==> src/rtl/exc_mask_pkg.sv <==
package exc_mask_pkg;

  typedef enum logic [1:0] {
    CLS_CFG  = 2'b00,
    CLS_HARD = 2'b01,
    CLS_NMI  = 2'b10,
    CLS_RSVD = 2'b11
  } excClass_e;

  typedef enum logic [1:0] {
    SEL_GLOBAL = 2'd0,
    SEL_FAULT  = 2'd1,
    SEL_THRESH = 2'd2,
    SEL_NONE   = 2'd3
  } regSel_e;

  // strobes from control to datapath
  typedef struct packed {
    logic wrGlobal;
    logic wrFault;
    logic wrThresh;
    logic clrFault;
    logic rdGlobal;
    logic rdFault;
    logic rdThresh;
  } maskStrb_t;

endpackage

==> src/rtl/exc_mask_ctrl.sv <==
module exc_mask_ctrl
  import exc_mask_pkg::*;
(
  input  logic      privileged,
  input  logic      regWrEn,
  input  logic      regRdEn,
  input  regSel_e   regSel,
  input  logic      excReturn,
  output maskStrb_t strb
);

  logic wrOk;
  logic rdOk;

  always_comb begin
    wrOk = regWrEn && privileged;
    rdOk = regRdEn && privileged;
    strb = '0;
    strb.clrFault = excReturn;
    case (regSel)
      SEL_GLOBAL: begin
        strb.wrGlobal = wrOk;
        strb.rdGlobal = rdOk;
      end
      SEL_FAULT: begin
        // exception return has priority over a software write
        strb.wrFault = wrOk && !excReturn;
        strb.rdFault = rdOk;
      end
      SEL_THRESH: begin
        strb.wrThresh = wrOk;
        strb.rdThresh = rdOk;
      end
      default: ;
    endcase
  end

endmodule

==> src/rtl/exc_mask_core.sv <==
module exc_mask_core
  import exc_mask_pkg::*;
#(
  parameter int PRIO_BITS = 3,
  parameter int NUM_BITS  = 9,
  localparam int SPW      = PRIO_BITS + 2
) (
  input  logic                  clk,
  input  logic                  rstN,
  input  maskStrb_t             strb,
  input  logic [PRIO_BITS-1:0]  wrBits,
  input  logic                  pendValid,
  input  logic [NUM_BITS-1:0]   pendNum,
  input  logic [PRIO_BITS-1:0]  pendPrio,
  input  excClass_e             pendClass,
  input  logic signed [SPW-1:0] curPrio,
  output logic                  takeExc,
  output logic [NUM_BITS-1:0]   takeNum,
  output logic signed [SPW-1:0] boostPrio,
  output logic [PRIO_BITS-1:0]  rdBits
);

  localparam logic signed [SPW-1:0] PRI_ZERO = '0;
  localparam logic signed [SPW-1:0] PRI_HARD = {SPW{1'b1}};
  localparam logic signed [SPW-1:0] PRI_NMI  = {{(SPW-1){1'b1}}, 1'b0};

  logic                  globalQ;
  logic                  faultQ;
  logic [PRIO_BITS-1:0]  threshQ;
  logic signed [SPW-1:0] threshS;
  logic signed [SPW-1:0] boostS;
  logic signed [SPW-1:0] pendS;
  logic                  eligible;

  // mask registers
  always_ff @(posedge clk or negedge rstN) begin
    if (!rstN) begin
      globalQ <= 1'b0;
      faultQ  <= 1'b0;
      threshQ <= '0;
    end else begin
      if (strb.wrGlobal) globalQ <= wrBits[0];
      if (strb.clrFault)     faultQ <= 1'b0;
      else if (strb.wrFault) faultQ <= wrBits[0];
      if (strb.wrThresh) threshQ <= wrBits;
    end
  end

  // boosted priority: each active mask sets a floor
  always_comb begin
    threshS = $signed({2'b00, threshQ});
    boostS  = curPrio;
    if (globalQ && boostS > PRI_ZERO) boostS = PRI_ZERO;
    if (faultQ && boostS > PRI_HARD)  boostS = PRI_HARD;
    if (threshQ != '0 && boostS > threshS) boostS = threshS;
  end

  // priority of the pending exception
  always_comb begin
    eligible = 1'b1;
    case (pendClass)
      CLS_CFG:  pendS = $signed({2'b00, pendPrio});
      CLS_HARD: pendS = PRI_HARD;
      CLS_NMI:  pendS = PRI_NMI;
      default: begin
        pendS    = PRI_ZERO;
        eligible = 1'b0;
      end
    endcase
  end

  assign takeExc   = pendValid && eligible && (pendS < boostS);
  assign takeNum   = takeExc ? pendNum : '0;
  assign boostPrio = boostS;

  assign rdBits = ({PRIO_BITS{strb.rdGlobal}} & PRIO_BITS'(globalQ))
                | ({PRIO_BITS{strb.rdFault}}  & PRIO_BITS'(faultQ))
                | ({PRIO_BITS{strb.rdThresh}} & threshQ);

  // boosting never makes the core less urgent
  assert_boost_floor_R3: assert property (@(posedge clk) disable iff (!rstN)
    boostPrio <= curPrio);

  assert_global_blocks_R4: assert property (@(posedge clk) disable iff (!rstN)
    (globalQ && pendValid && pendClass == CLS_CFG) |-> !takeExc);

  assert_fault_blocks_R5: assert property (@(posedge clk) disable iff (!rstN)
    (faultQ && pendValid && pendClass != CLS_NMI) |-> !takeExc);

  assert_ret_clear_R6: assert property (@(posedge clk) disable iff (!rstN)
    strb.clrFault |=> !faultQ);

  assert_thresh_blocks_R7: assert property (@(posedge clk) disable iff (!rstN)
    (threshQ != '0 && pendValid && pendClass == CLS_CFG && pendPrio >= threshQ)
      |-> !takeExc);

  assert_nmi_open_R10: assert property (@(posedge clk) disable iff (!rstN)
    (pendValid && pendClass == CLS_NMI && curPrio > PRI_NMI) |-> takeExc);

endmodule

==> src/rtl/exc_mask_unit.sv <==
module exc_mask_unit
  import exc_mask_pkg::*;
#(
  parameter int PRIO_BITS = 3,
  parameter int NUM_BITS  = 9,
  parameter int DATA_W    = 32,
  localparam int SPW      = PRIO_BITS + 2
) (
  input  logic                  clk,
  input  logic                  rstN,
  input  logic                  pendValid,
  input  logic [NUM_BITS-1:0]   pendNum,
  input  logic [PRIO_BITS-1:0]  pendPrio,
  input  logic [1:0]            pendClass,
  input  logic signed [SPW-1:0] curPrio,
  input  logic                  privileged,
  input  logic                  regWrEn,
  input  logic                  regRdEn,
  input  logic [1:0]            regSel,
  input  logic [DATA_W-1:0]     regWrData,
  input  logic                  excReturn,
  output logic                  takeExc,
  output logic [NUM_BITS-1:0]   takeNum,
  output logic signed [SPW-1:0] boostPrio,
  output logic [DATA_W-1:0]     regRdData
);

  maskStrb_t            strb;
  logic [PRIO_BITS-1:0] rdBits;
  logic                 unusedWrHi;

  assign unusedWrHi = ^regWrData[DATA_W-1:PRIO_BITS];

  exc_mask_ctrl u_ctrl (
    .privileged (privileged),
    .regWrEn    (regWrEn),
    .regRdEn    (regRdEn),
    .regSel     (regSel_e'(regSel)),
    .excReturn  (excReturn),
    .strb       (strb)
  );

  exc_mask_core #(
    .PRIO_BITS (PRIO_BITS),
    .NUM_BITS  (NUM_BITS)
  ) u_core (
    .clk       (clk),
    .rstN      (rstN),
    .strb      (strb),
    .wrBits    (regWrData[PRIO_BITS-1:0]),
    .pendValid (pendValid),
    .pendNum   (pendNum),
    .pendPrio  (pendPrio),
    .pendClass (excClass_e'(pendClass)),
    .curPrio   (curPrio),
    .takeExc   (takeExc),
    .takeNum   (takeNum),
    .boostPrio (boostPrio),
    .rdBits    (rdBits)
  );

  assign regRdData = DATA_W'(rdBits);

  assert_unpriv_read_R8: assert property (@(posedge clk) disable iff (!rstN)
    (regRdEn && !privileged) |-> regRdData == '0);

endmodule

==> config.mk <==
export PLATFORM = sky130hd
export DESIGN_NAME = exc_mask_unit
export DESIGN_NICKNAME = d
export VERILOG_FILES = /design/src/rtl/exc_mask_pkg.sv /design/src/rtl/exc_mask_ctrl.sv /design/src/rtl/exc_mask_core.sv /design/src/rtl/exc_mask_unit.sv
export SDC_FILE = /design/constraint.sdc
export NUM_CORES = 1
export LEC_CHECK = 0
export ABC_CLOCK_PERIOD_IN_PS = 5200
export BUFFER_PORTS_ARGS = -buffer_cell sky130_fd_sc_hd__buf_4
export CAP_MARGIN = 10
export CORE_MARGIN = 5
export CORE_UTILIZATION = 23
export CTS_CLUSTER_DIAMETER = 100
export DETAILED_ROUTE_END_ITERATION = 12
export GPL_TIMING_DRIVEN = 0
export PLACE_DENSITY = 0.57
export SYNTH_ARGS = -nofsm -noshare
export SYNTH_HDL_FRONTEND = slang
export SYNTH_SLANG_ARGS = --single-unit
export TNS_END_PERCENT = 100
==> constraint.sdc <==
create_clock -name clk -period 5.2 [get_ports clk]
set_clock_uncertainty 0.15 [all_clocks]
set_input_delay 0.78 -clock clk [delete_from_list [all_inputs] [get_ports clk]]
set_output_delay 0.78 -clock clk [all_outputs]
set_load 0.005 [all_outputs]
# After elaboration in Yosys (flattened, before gate mapping)
# Cells that the tools add are included.
[word_totals]
register_bits = 5
inputBits = 60
output_inout_bits = 47
[op_classes]
reduce_logical = 14
muxes = 14
n_lt_le_gt_ge = 4
n_bitwise = 5
n_eq_ne = 4
[ops]
columns = ["op", "n"]
rows = [
  ["5-bit two-way mux", 3],
  ["5-bit case mux with 3 select lines", 1],
  ["5-bit by 1-bit > comparator with 1-bit output, second input constant", 2],
  ["1-bit two-way mux", 9],
  ["9-bit two-way mux", 1],
  ["1-bit logical AND", 8],
  ["3-bit by 1-bit AND with 3-bit output", 2],
  ["3-bit bitwise OR", 2],
  ["5-bit by 4-bit > comparator with 1-bit output", 1],
  ["5-bit less-than comparator", 1],
  ["2-bit by 1-bit == test with 1-bit output, second input constant", 2],
  ["2-bit == test, second input constant", 2],
  ["2-bit zero test", 2],
  ["3-bit AND", 1],
  ["3-bit nonzero test", 1],
  ["3-bit OR reduction", 1],
  ["2-bit nonzero test", 1],
  ["1-bit zero test", 1],
]

# Longest topological paths before layout
[depth]
ltp_word = 12
ltp_mapped = 17
depth_no_buf = 16

# Hierarchy
# A second synthesis with hierarchy kept.
[unflattened]
hier_cells = 136
area_unflattened_um2 = 1016.0
[modules_own_cells]
columns = ["mod", "cells_per_inst", "n_inst", "area_per_inst_um2"]
rows = [
  ["exc_mask_core", 95, 1, 735.7],
  ["exc_mask_unit", 30, 1, 221.5],
  ["exc_mask_ctrl", 11, 1, 58.8],
]

# Worst setup path before layout
# OpenSTA, ideal clock, no wires.
[synth_timing]
path_type = "input to output"
startpoint = "in curPrio[4]"
endpoint = "out takeNum[0]"
cell_stages = 16
path_buffers = 0
arrival_ps = 3726
slack_ps = 544
cell_sequence = "nand2b_1 -> a21oi_1 -> inv_1 -> ha_1 -> and3b_1 -> o21ai_4 -> a21oi_2 -> nor2_1 -> a21o_2 -> ha_1 -> a21oi_1 -> nor2_1 -> a2111oi_0 -> nor3b_1 -> o21ai_1 -> a21boi_1"
[synth_via]
elab_chain_cells = 12
[synth_rtl]
columns = ["element", "line", "source"]
rows = [
  ["start: declaration", "exc_mask_unit.sv:15", "input logic signed [SPW-1:0] curPrio,"],
  ["5-bit by 1-bit > comparator with 1-bit output", "exc_mask_core.sv:53", "if (globalQ && boostS > PRI_ZERO) boostS = PRI_ZERO;"],
  ["1-bit logical AND", "exc_mask_core.sv:53", ""],
  ["5-bit two-way mux (*)", "exc_mask_core.sv:53", ""],
  ["5-bit by 1-bit > comparator with 1-bit output", "exc_mask_core.sv:54", "if (faultQ && boostS > PRI_HARD) boostS = PRI_HARD;"],
  ["1-bit logical AND", "exc_mask_core.sv:54", ""],
  ["5-bit two-way mux (*)", "exc_mask_core.sv:54", ""],
  ["5-bit by 4-bit > comparator with 1-bit output", "exc_mask_core.sv:55", "if (threshQ != '0 && boostS > threshS) boostS = threshS;"],
  ["1-bit logical AND", "exc_mask_core.sv:55", ""],
  ["5-bit two-way mux (*)", "exc_mask_core.sv:55", ""],
  ["5-bit less-than comparator (*)", "exc_mask_core.sv:72", "assign takeExc = pendValid && eligible && (pendS < boostS);"],
  ["1-bit logical AND (*)", "exc_mask_core.sv:72", ""],
  ["9-bit two-way mux (*)", "exc_mask_core.sv:73", "assign takeNum = takeExc ? pendNum : '0;"],
  ["end: declaration", "exc_mask_unit.sv:23", "output logic [NUM_BITS-1:0] takeNum,"],
]
# Mark *: on every way between the ends. The rest lies on a longest branch, timed or not.

# Worst setup path after layout
# Same ends and word-level chain as after synthesis.

==> flow_summary_export.csv <==
group,metric,value,unit
logic_synthesis,netlist_area,987.2,sq um
logic_synthesis,synth_top_area_cell,"buf_4",
worst_setup_path,critPathSlowestCell,"or4_4",
worst_setup_path,cpPeakStageDelay,0.43,ns
timing,fin_crit_sh,96.71,%
global_routing,grt_pass1_wl,4133,um
die,dieArea,5703,sq um
clock_tree,cts-htree-levels,1,
pwr,peakVddDrop,0.0001219,V
detailed_routing,drc_errors,0,
die,die_w,75.52,um
worst_setup_path,crit_type,"input port to output port",
clock_tree,cts-root-buf,"clkbuf_8",
worst_setup_path,cpMostUsedCell,"buf_4",
logic_synthesis,syn-mean-instance-area,7.653,sq um
logic_synthesis,synth-xor-area-share,0,%
timing,slew_violations,0,
pwr,p_per_area,194.1,nW/um^2
logic_synthesis,synth_top_family_by_area,"buffers and inverters",
timing,setup_violations,0,
timing,period_needed,5.029,ns
global_routing,grt_pass1_vias,936,
logic_synthesis,muxShareOfSynthArea,5.577,%
detailed_routing,vias_per_cell,3.797,
clock_tree,clock_latency,0.22,ns
worst_setup_path,cp_top_family,"compound AO/OA/AOI/OAI gates",
worst_setup_path,path_cells,"buf_4, nand2b_2, a21oi_2, inv_1, ha_1, and3b_2, o21ai_4, a21oi_4, a21o_2, ha_4, a21oi_1, nor2_2, a2111oi_4, a32o_2, or4_4, buf_4, a21boi_1, buf_4",
detailed_routing,dr.first_iter.drc_count,5,
global_routing,grt_usage,9.106,%
clock_tree,clk_pin_slew_worst_paths,0.03,ns
finish,insertedDiodeCount,0,
logic_synthesis,synthAdderAreaFrac,12.67,%
outcome,outcome,"finished, final reports clean",
placement,dp_slack,-0.1152,ns
finish,area_growth,68.19,%
detailed_routing,ant_nets,0,
finish,final_util,40.63,%
placement,dp_hpwl,2419,um
logic_synthesis,yosysWarningCount,0,
detailed_routing,wire_per_inst,10.88,um
worst_setup_path,path_max_fanout,5,
logic_synthesis,ys.flop_type,"dfrtp_1",
global_routing,antenna_found_initial,0,
clock_tree,cts_sinks,5,
logic_synthesis,yosys.area.top_type_share,22.05,%
placement,gp_congestion,0.7413,
die,die_h,75.52,um
finish,drive_gt1_share,50.24,%
timing,timing.final.ws_setup,0.1712,ns
finish,nets,282,
pwr,p_leak,0.9255,nW
worst_setup_path,endpoint_kind,"output port",
clock_tree,cts_made_buffers,3,
logic_synthesis,synth_edf_count,0,
timing,max_freq,198.9,MHz
min_path,worstHoldPathType,"input port to asynchronous set/reset pin",
finish,regArea,125.1,sq um
die,core_area,4086,sq um
timing,holdWs,0.2055,ns
worst_setup_path,path_buf_inv,4,
logic_synthesis,synth-compound-area-share,21.80,%
die,io_pins,107,
logic_synthesis,synth-simple-area-share,20.28,%
detailed_routing,routed_wl,2839,um
clock_tree,cts_tree,"yes",
worst_setup_path,cp.required,4.27,ns
global_routing,grt_max_degree,11,
logic_synthesis,synthCells,129,
logic_synthesis,synth-seq-area-share,12.67,%
die,row_count,23,
placement,port-buffer-count,48,
clock_tree,postCtsHoldBufs,0,
worst_setup_path,startpoint_type,"input port",
worst_setup_path,cp_data_arrival_time,4.10,ns
detailed_routing,num_vias,991,
clock_tree,clockBufferDepth,2,
detailed_routing,first_pass_iters,4,
global_routing,grt-ovfl-total,0,
logic_synthesis,yosys-top-cells-area,"buf_4 22%, dfrtp_1 13%, ha_1 13%, a21boi_1 6.1%, mux2_2 4.6%",
logic_synthesis,async_reset_ff_share,100.0,%
finish,multi_input_area,789.5,sq um
timing,hold_viol,0,
worst_setup_path,rrSetupSlack,4.17,ns
die,initial_core_util,24.16,%
finish,fillers,445,
logic_synthesis,synth_cell_types,36,
logic_synthesis,yosys_register_bits,5,
run,maxCapViolCount,0,
[flip-flops by register name (all words and copies together) (netlist names)]
register        cells
u_core.faultQ       1
u_core.globalQ      1
u_core.threshQ      3
[report_power, final]
part | total [mW] | switching, mW | leakage [nW] | internal (mW)
clock network | 0.0703 | 0.0178 | 0.0228 | 0.0525
registers | 0.0552 | 0.00894 | 0.0619 | 0.0462
logic | 0.197 | 0.0898 | 0.841 | 0.107
total | 0.322 | 0.117 | 0.925 | 0.206
[path summary, 6_finish.rpt]
check / end / start / cells after the start
setup / recovery: takeNum[0] / curPrio[4] / 18
hold / removal: u_core.faultQ / rstN / 1
setup reg to reg: u_core.faultQ / u_core.faultQ / 3
hold reg to reg: u_core.threshQ[2] / u_core.threshQ[2] / 1
max in group asynchronous: u_core.threshQ[2] / rstN / 1
min in group clk: u_core.threshQ[2] / u_core.threshQ[2] / 1
[cell usage after synthesis (2+ instances only)]
cell and number:
nand3_1 3, nand2b_1 4, dfrtp_1 5, and3_1 2
a21oi_1 7, nand2_1 10, nor2_1 11, mux2_2 4
buf_4 29, a21o_2 2, ha_1 10, nor2b_1 2
a21boi_1 8, inv_1 9, nor3b_1 2
[metrics by stage]
| step | cells | TNS [ns] | area (sq um) | power, mW |
|---|---|---|---|---|
| after floorplan | 157 | 0 | 1092 | 0.1646 |
| after global placement | 255 | -1.146 | 1515 | 0.2266 |
| after detailed placement | 255 | -0.9533 | 1515 | 0.2280 |
| after CTS | 259 | 0 | 1570 | 0.3052 |
| after global routing | 261 | -0.01302 | 1660 | 0.3555 |
| final | 261 | 0 | 1660 | 0.3224 |
[final cells by class]
| class | instances | area share (%) |
|---|---|---|
| inverters | 9 | 2.035 |
| plain buffers | 30 | 13.79 |
| well taps | 50 | 3.768 |
| clock buffers | 4 | 2.713 |
| flip-flops and latches | 5 | 7.536 |
| multi-input cells | 113 | 47.55 |
| repair buffers | 50 | 22.61 |
[layer usage]
layer	track usage (%)	vias up	share of wire [%]
met3	1.319	0	6.4
met5	0	-	0
met2	17.55	27	57
li1	-	547	-
met4	2.330	0	0
met1	10.35	417	37
[kinds of logic after synthesis]
kind of cell             Yosys count
AO/OA/AOI/OAI                     29
adder cells (fa/ha/maj)           10
buffers and inverters             39
flip-flops                         5
multiplexers                       5
other                              1
AND/OR/NAND/NOR                   40
[cells in the final DEF (no fill, tap or decap), types with 2 or more instances in the layout]
| master | synthesis | routed |
|---|---|---|
| conb_1 | 1 | 29 |
| o21ai_2 | 1 | 2 |
| ha_4 | 0 | 2 |
| nand2_1 | 10 | 10 |
| inv_1 | 9 | 9 |
| ha_1 | 10 | 8 |
| nor2_1 | 11 | 10 |
| clkbuf_8 | 0 | 3 |
| nand2b_1 | 4 | 3 |
| mux2_2 | 4 | 4 |
| and3_1 | 2 | 2 |
| a21oi_1 | 7 | 5 |
| nand3_1 | 3 | 3 |
| buf_4 | 29 | 79 |
| a21oi_2 | 1 | 2 |
| a21o_2 | 2 | 2 |
| nor2b_1 | 2 | 2 |
| dfrtp_1 | 5 | 5 |
| a21boi_1 | 8 | 8 |
[timing repair]
| item | CTS | global route |
|---|---|---|
| endpoints found under the setup margin | 10 | 10 |
| pin swaps | 0 | 4 |
| gates resized for setup | 3 | 15 |
| setup buffers | 0 | 1 |
| cloned | 0 | 1 |
Power figures use the tool's default switching activity.
